$ cat config.mk
export PLATFORM = sky130hd
export DESIGN_NAME = mrs_steer_top
export DESIGN_NICKNAME = d
export VERILOG_FILES = /design/src/rtl/mrs_pkg.sv /design/src/rtl/mrs_window_table.sv /design/src/rtl/mrs_slice_hash.sv /design/src/rtl/mrs_route_select.sv /design/src/rtl/mrs_steer_top.sv
export SDC_FILE = /design/constraint.sdc
export NUM_CORES = 1
export LEC_CHECK = 0
export CAP_MARGIN = 15
export CORE_ASPECT_RATIO = 2
export CORE_UTILIZATION = 55
export DETAILED_ROUTE_END_ITERATION = 10
export PLACE_DENSITY = 0.81
export RECOVER_POWER = 50
export REMOVE_ABC_BUFFERS = 1
export SLEW_MARGIN = 20
export SYNTH_ARGS = -nofsm -noshare
export SYNTH_HDL_FRONTEND = slang
export SYNTH_SLANG_ARGS = --single-unit
$ cat constraint.sdc
create_clock -name clk -period 4.6 [get_ports clk]
set_clock_uncertainty 0.05 [all_clocks]
set_input_delay 1.15 -clock clk [delete_from_list [all_inputs] [get_ports clk]]
set_output_delay 1.15 -clock clk [all_outputs]
set_load 0.1 [all_outputs]
$ cat src/rtl/mrs_pkg.sv
package mrs_pkg;

    // Memory-type codes from translation; any non-zero code is non-cacheable.
    typedef enum logic [1:0] {
        MT_WB  = 2'd0,
        MT_UC  = 2'd1,
        MT_WC  = 2'd2,
        MT_RSV = 2'd3
    } mtype_e;

    typedef enum logic [1:0] {
        TGT_PC  = 2'd0,
        TGT_LLC = 2'd1,
        TGT_MC  = 2'd2,
        TGT_RC  = 2'd3
    } tgt_e;

    function automatic logic is_cacheable(input mtype_e mt);
        return mt == MT_WB;
    endfunction

endpackage

$ cat src/rtl/mrs_window_table.sv
module mrs_window_table #(
    parameter int ADDR_W  = 32,
    parameter int NUM_WIN = 4,
    localparam int IDX_W  = $clog2(NUM_WIN)
) (
    input  logic              clk,
    input  logic              rst,
    input  logic              cfg_we,
    input  logic [IDX_W-1:0]  cfg_idx,
    input  logic              cfg_en,
    input  logic [ADDR_W-1:0] cfg_base,
    input  logic [ADDR_W-1:0] cfg_mask,
    input  logic [ADDR_W-1:0] lookup_addr,
    output logic              win_hit,
    output logic [IDX_W-1:0]  win_idx
);
    typedef struct packed {
        logic              en;
        logic [ADDR_W-1:0] base;
        logic [ADDR_W-1:0] mask;
    } win_t;

    win_t tbl [NUM_WIN];

    always_ff @(posedge clk) begin
        if (rst) begin
            for (int i = 0; i < NUM_WIN; i++) tbl[i] <= '0;
        end else if (cfg_we) begin
            tbl[cfg_idx] <= '{en: cfg_en, base: cfg_base, mask: cfg_mask};
        end
    end

    // Descending scan so the lowest matching index is the one left standing.
    always_comb begin
        win_hit = 1'b0;
        win_idx = '0;
        for (int i = NUM_WIN - 1; i >= 0; i--) begin
            if (tbl[i].en && (((lookup_addr ^ tbl[i].base) & ~tbl[i].mask) == '0)) begin
                win_hit = 1'b1;
                win_idx = IDX_W'(i);
            end
        end
    end

    // a write lands in the addressed entry
    p_cfg_store_r6: assert property (@(posedge clk) disable iff (rst)
        cfg_we |=> (tbl[$past(cfg_idx)].en == $past(cfg_en)) &&
                   (tbl[$past(cfg_idx)].base == $past(cfg_base)));

endmodule

$ cat src/rtl/mrs_slice_hash.sv
module mrs_slice_hash #(
    parameter int ADDR_W     = 32,
    parameter int NUM_SLICES = 4,
    parameter int HASH_LSB   = 6,
    localparam int SW        = $clog2(NUM_SLICES),
    localparam int SPAN      = ADDR_W - HASH_LSB,
    localparam int CHUNKS    = (SPAN + SW - 1) / SW,
    localparam int PAD_W     = CHUNKS * SW
) (
    input  logic [ADDR_W-1:0] addr,
    output logic [SW-1:0]     slice
);
    logic [PAD_W-1:0] field;
    logic [SW-1:0]    part [CHUNKS];

    assign field = PAD_W'(addr[ADDR_W-1:HASH_LSB]);

    generate
        for (genvar c = 0; c < CHUNKS; c++) begin : g_chunk
            if (c == 0) begin : g_first
                assign part[c] = field[SW-1:0];
            end else begin : g_rest
                assign part[c] = part[c-1] ^ field[c*SW +: SW];
            end
        end
    endgenerate

    assign slice = part[CHUNKS-1];

endmodule

$ cat src/rtl/mrs_route_select.sv
module mrs_route_select
    import mrs_pkg::*;
(
    input  mtype_e mtype,
    input  logic   pc_hit,
    input  logic   win_hit,
    output tgt_e   tgt
);
    always_comb begin
        if (is_cacheable(mtype)) tgt = pc_hit ? TGT_PC : TGT_LLC;
        else                     tgt = win_hit ? TGT_RC : TGT_MC;
    end
endmodule

$ cat src/rtl/mrs_steer_top.sv
module mrs_steer_top
    import mrs_pkg::*;
#(
    parameter int ADDR_W     = 32,
    parameter int DATA_W     = 64,
    parameter int NUM_WIN    = 4,
    parameter int NUM_SLICES = 4,
    parameter int HASH_LSB   = 6,
    localparam int IDX_W     = $clog2(NUM_WIN),
    localparam int SW        = $clog2(NUM_SLICES)
) (
    input  logic              clk,
    input  logic              rst,
    input  logic              req_valid,
    output logic              req_ready,
    input  logic [ADDR_W-1:0] req_addr,
    input  logic [1:0]        req_mtype,
    input  logic              req_write,
    input  logic [DATA_W-1:0] req_wdata,
    input  logic              req_pc_hit,
    input  logic              cfg_we,
    input  logic [IDX_W-1:0]  cfg_idx,
    input  logic              cfg_en,
    input  logic [ADDR_W-1:0] cfg_base,
    input  logic [ADDR_W-1:0] cfg_mask,
    output logic              pc_valid,
    input  logic              pc_ready,
    output logic              llc_valid,
    input  logic              llc_ready,
    output logic              mc_valid,
    input  logic              mc_ready,
    output logic              rc_valid,
    input  logic              rc_ready,
    output logic [ADDR_W-1:0] out_addr,
    output logic [1:0]        out_mtype,
    output logic              out_write,
    output logic [DATA_W-1:0] out_wdata,
    output logic [SW-1:0]     out_slice,
    output logic [IDX_W-1:0]  out_win
);
    typedef struct packed {
        logic [ADDR_W-1:0] addr;
        mtype_e            mtype;
        logic              write;
        logic [DATA_W-1:0] wdata;
        logic [SW-1:0]     slice;
        logic [IDX_W-1:0]  win;
        tgt_e              tgt;
    } hold_t;

    hold_t            held;
    logic             busy;
    logic             win_hit;
    logic [IDX_W-1:0] win_idx;
    logic [SW-1:0]    slice_n;
    tgt_e             tgt_n;
    logic             accept;
    logic             sel_ready;
    logic             valid_any;
    logic             fire;

    mrs_window_table #(.ADDR_W(ADDR_W), .NUM_WIN(NUM_WIN)) win_i (
        .clk(clk), .rst(rst),
        .cfg_we(cfg_we), .cfg_idx(cfg_idx), .cfg_en(cfg_en),
        .cfg_base(cfg_base), .cfg_mask(cfg_mask),
        .lookup_addr(req_addr), .win_hit(win_hit), .win_idx(win_idx)
    );

    mrs_slice_hash #(.ADDR_W(ADDR_W), .NUM_SLICES(NUM_SLICES), .HASH_LSB(HASH_LSB)) hash_i (
        .addr(req_addr), .slice(slice_n)
    );

    mrs_route_select route_i (
        .mtype(mtype_e'(req_mtype)), .pc_hit(req_pc_hit),
        .win_hit(win_hit), .tgt(tgt_n)
    );

    assign req_ready = !busy;
    assign accept    = req_valid && !busy;

    always_comb begin
        unique case (held.tgt)
            TGT_PC:  sel_ready = pc_ready;
            TGT_LLC: sel_ready = llc_ready;
            TGT_MC:  sel_ready = mc_ready;
            default: sel_ready = rc_ready;
        endcase
    end

    assign fire = busy && sel_ready;

    always_ff @(posedge clk) begin
        if (rst) begin
            busy <= 1'b0;
            held <= '0;
        end else if (accept) begin
            busy <= 1'b1;
            held <= '{addr: req_addr, mtype: mtype_e'(req_mtype), write: req_write,
                      wdata: req_wdata, slice: slice_n, win: win_idx, tgt: tgt_n};
        end else if (fire) begin
            busy <= 1'b0;
        end
    end

    assign pc_valid  = busy && (held.tgt == TGT_PC);
    assign llc_valid = busy && (held.tgt == TGT_LLC);
    assign mc_valid  = busy && (held.tgt == TGT_MC);
    assign rc_valid  = busy && (held.tgt == TGT_RC);
    assign valid_any = pc_valid || llc_valid || mc_valid || rc_valid;

    assign out_addr  = held.addr;
    assign out_mtype = held.mtype;
    assign out_write = held.write;
    assign out_wdata = held.wdata;
    assign out_slice = held.slice;
    assign out_win   = held.win;

    // acceptance closes the input and raises a target
    p_accept_closes_r8: assert property (@(posedge clk) disable iff (rst)
        (req_valid && req_ready) |=> (!req_ready && valid_any));

    // a stalled request does not move
    p_hold_stable_r8: assert property (@(posedge clk) disable iff (rst)
        (valid_any && !sel_ready) |=> ($stable(out_addr) && $stable(out_wdata) &&
            $stable({pc_valid, llc_valid, mc_valid, rc_valid})));

    // routed once, then released
    p_route_once_r9: assert property (@(posedge clk) disable iff (rst)
        (valid_any && sel_ready) |=> (!valid_any && req_ready));

    // cache-side targets only carry cacheable traffic
    p_cached_class_r2: assert property (@(posedge clk) disable iff (rst)
        (pc_valid || llc_valid) |-> (out_mtype == MT_WB));

    // memory and device targets only carry non-cacheable traffic
    p_uncached_class_r4: assert property (@(posedge clk) disable iff (rst)
        (mc_valid || rc_valid) |-> (out_mtype != MT_WB));

endmodule

# == After elaboration in Yosys (flattened, before gate mapping) ==
# Memories as Yosys holds them, arrays and structs flattened.
# Index checks and enable logic that the tools add are counted.
# word_totals
ff_bits,106
mem_bits_rw,260
input_bits,175
output_inout_bits,108
elab_cells,77
n_memories,1
# mem_list
name,words,word_bits,rd,rd_clocked_by_memory_dff,write_ports,line_no,rtl
win_i.tbl,4,65,4,0,4,mrs_window_table.sv:23,win_t tbl [NUM_WIN];
# op_classes
n_eq_ne,3
muxes,22
n_bitwise,24
n_reduce_logical,19
# op_table
cell,count
32-bit bitwise AND,4
32-bit zero test,4
32-bit inverter,4
32-bit XOR,4
65-bit two-way mux,1
65-bit OR reduction,1
2-bit XOR,12
1-bit two-way mux,14
2-bit two-way mux,6
1-bit logical AND,10
"2-bit == test, second input constant",2
2-bit zero test,2
1-bit one-hot mux with 3 select lines,1
"2-bit by 1-bit == test with 1-bit output, second input constant",1
2-bit nonzero test,1
1-bit zero test,1

# == Longest topological paths before layout ==
# logic_depth
ltp_word,12
mapped_depth,8
depth_no_buf,7

# == Hierarchy ==
# A second synthesis with hierarchy kept.
# hier_totals
cells_unflattened,1419
area_unflattened_um2,16430.8
# by_module_without_submodules
mod,instances,cells_each,area_each_um2,seq_area_each_um2
mrs_window_table,1,828,11544.8,7807.5
mrs_steer_top,1,570,4629.4,2122.0
mrs_slice_hash,1,18,240.2,0.0
mrs_route_select,1,3,16.3,0.0

# == Worst setup path before layout ==
# Ideal clock, no wire load.
# synth_timing
kind,flip-flop to output port
from,register busy
to,output port mc_valid
t_arrival_ns,3.124
required_ns,3.400
slack_ns,0.276
stages_incl_launch_ff,3
n_path_buf,0
cell_sequence,dfxtp_1 inv_1 nor3b_1
# synth_via
elab_chain_len,1
# synth_lines
item,line_no,rtl
"start, declared",mrs_steer_top.sv:52,logic busy;
"start signal, assigned",mrs_steer_top.sv:94,busy <= 1'b0;
"start signal, assigned",mrs_steer_top.sv:97,busy <= 1'b1;
"start signal, assigned",mrs_steer_top.sv:101,busy <= 1'b0;
1-bit logical AND,mrs_steer_top.sv:107,assign mc_valid = busy && (held.tgt == TGT_MC);
"end, declared",mrs_steer_top.sv:30,"output logic mc_valid,"
# No other way between the ends.

# == Worst setup path after layout ==
# layout_timing
from,input port req_valid
to,"register held, in the netlist out_wdata[7]"
# layout_via
elab_chain_len,1
# layout_lines
item,line_no,rtl
"start, declared",mrs_steer_top.sv:14,"input logic req_valid,"
1-bit logical AND,mrs_steer_top.sv:79,assign accept = req_valid && !busy;
"end signal, assigned",mrs_steer_top.sv:98,"held <= '{addr: req_addr, mtype: mtype_e'(req_mtype), write: req_write,"
"end, declared",mrs_steer_top.sv:51,hold_t held;
# No other way between the ends.
# A chain may end at the register's enable or synchronous reset.

==> flow_summary.toml <==
[clock_network]
cts_resized = 0
cts_tree = "built"
htree_levels = 1
clockBufferDepth = 3
postCtsSetupBuffers = 0
clock_latency_ns = 0.57
numCtsBuffers = 30
clkSinkCount = 366
clkTransAtPathRegs_ns = 0.07
cts_root_buffer = "clkbuf_16"
cts_hold_buf = 0

[yosys]
yosys_warnings = 0
synth_xor_area_share_pct = 8.33
syn-mean-instance-area_um2 = 11.5
yosysTopAreaCell = "edfxtp_1"
synth-edff-count = 260
synthTopCellsByCount = "260 x and2_1, 260 x edfxtp_1, 206 x nand2_1, 145 x xnor2_1, 106 x dfxtp_1"
netlist.area_leader.share_pct = 48.1
syn-cell-area_um2 = 16200
yosys.area_share.simple_pct = 16.8
synth_top_family_by_area = "simple AND/OR/NAND/NOR gates"
synthFlopType = "edfxtp_1"
muxShareOfSynthArea_pct = 0
postSynth.asyncResetShare_pct = 0
synth_fa_ha_area_share_pct = 0
seq_area_frac_synth_pct = 61.1
ys_seq_elements = 366
synth.area.top_cells = "edfxtp_1 48%, dfxtp_1 13%, and2_1 10%"
yosysUniqueCellTypes = 39
synth_compound_area_share_pct = 6.25
netlist_instances = 1409

[timing]
worstMarginPinSlew_ns = 1.92
min_period_ns = 3.94
drv_slew = 156
rsz0062_at_grt = "false"
worst_slack_ns = 0.659
post-route-period-util_pct = 85.7
setup_viol = 0
finalHoldViolCount = 0
fmax_ghz = 0.254
slew_headroom_pct = -27.9

[worst_setup_path]
cp_max_fo = 43
startpoint_type = "primary input"
cp.arrival_ns = 4.39
path_class = "in -> reg"
worstSetupEndpointType = "flip-flop"
cp.required_ns = 5.05

[floorplanning]
die_x_um = 124
start_util_pct = 56.1
die_area_um2 = 30300
core_area_um2 = 29000
rows = 88
die_y_um = 245
pin_count = 283

[power]
p_per_area_nw_per_um2 = 406
p_seq_share_pct = 48.8
power.share.switching_pct = 27.6
p_leak_nw = 6.72
combPwrFrac_pct = 17.5
p_clk_share_pct = 33.7
vdd_drop_max_v = 0.000379
p_sw_w = 0.00219
finalPower_w = 0.00794
p_int_w = 0.00575

[grt]
grt_max_degree = 66
grt_overflow = 0
grt_first_pass_wirelength_mm = 60.8
grtUsageTotal_pct = 27.5
grt_pass1_vias = 10700
antenna_found_initial = 2

[layout]
area_growth_pct = 20.2
fin_nets = 1725
drive_gt1_share_pct = 5.46

[routing]
via_per_inst = 5.41
dr.pass1.iters = 5
drt_iter0_markers = 667
drt-total-wl_mm = 41.0
drc = 0
dr_total_vias = 10500
antenna_left = 0
post_drt_wl_per_cell_um = 21.2

[hold_path]
hold_path_class = "reg -> reg"

[outcome]
violations = "capacitance limit, slew limit"
status = "complete, but fails checks"

[run]
max_cap_violations = 3

[placement]
place.gp.congestion = 0.892
hpwl_mm = 29.2
port_buffers = 282
dp_slack_ns = 0.773
cell usage in the layout (no fill, tap or decap), types with 3 or more instances in the layout:
master and n:
dfxtp_1 106, o21ai_0 5, nor2b_1 3, edfxtp_1 260, xnor2_2 3, xnor2_1 145, a21oi_1 103, bufinv_16 5
clkdlybuf4s50_1 278, o22ai_1 59, nor2_1 9, clkbuf_1 6, clkbuf_16 31, xor2_1 4, clkinv_1 6, buf_12 3
clkinvlp_2 4, buf_4 14, and2_1 207, clkbuf_2 6, dlygate4sd3_1 3, nor3b_1 3, nor3_1 6, clkinv_2 4
nor4_1 12, and2_0 53, nand2_1 205
power by group through the flow:
stage | Combinational, W | Clock (W) | Sequential (W)
final | 0.00139 | 0.00267 | 0.00388
after global routing | 0.00145 | 0.00283 | 0.00390
after floorplan | 0.000435 | 0 | 0.00433
after CTS | 0.00141 | 0.00271 | 0.00387
after global placement | 0.00138 | 0 | 0.00393
after detailed placement | 0.00140 | 0 | 0.00394
final cells by class:
class | instances | area, um2
multi-input combinational | 845 | 5110
timing repair buffer | 305 | 3010
tap | 360 | 450
antenna | 2 | 5.00
fill | 2120 | 9430
clock buffer | 36 | 795
inverter | 2 | 7.51
clock inverter | 20 | 220
sequential | 366 | 9930
registers in the layout, summed over array words and instances (netlist names):
register   count
out_slice      2
held           2
busy           1
out_wdata     64
out_win        2
out_mtype      2
out_addr      32
out_write      1
win_i.tbl    260
final timing paths:
path	end	cells after the start	slack [ns]	startpoint
setup / recovery	out_wdata[7]	5	0.66	req_valid
hold / removal	out_wdata[9]	2	0.40	out_wdata[9]
setup reg to reg	out_wdata[7]	4	1.54	busy
hold reg to reg	out_wdata[9]	2	0.40	out_wdata[9]
critical path, cell delays in order:
cell and delay, ns:
dlygate4sd3_1 0.60, nor2b_1 1.38, clkbuf_2 0.89, nand2_1 0.17
a21oi_1 0.16
metrics by stage:
stage	instances	setup TNS [ns]	util (%)	hold WS, ns	cell area, um2
CTS	1934	0	67.7	0.405	19600
floorplan	1213	-382.92	-	0.447	15000
detailed placement	1878	0	64.2	0.395	18600
global route	1936	0	67.4	0.417	19500
global placement	1878	0	64.2	0.391	18600
finish	1936	0	67.4	0.402	19500
cell families after synthesis:
kind of cell	Yosys count
and+or+nand+nor	515
xor gates and xnor gates	152
DFF	366
buffers and inverters	198
AOI/OAI and AO/OA	178
routing by layer:
| metal | up-vias | GRT usage, % | share of wire, % |
|---|---|---|---|
| li1 | 4921 | - | - |
| met1 | 5058 | 28.9 | 34 |
| met2 | 389 | 52.0 | 55 |
| met3 | 109 | 2.63 | 4.8 |
| met4 | 0 | 15.2 | 5.8 |
| met5 | - | 0 | 0 |
Note: power is estimated with default switching activity, not from simulation.
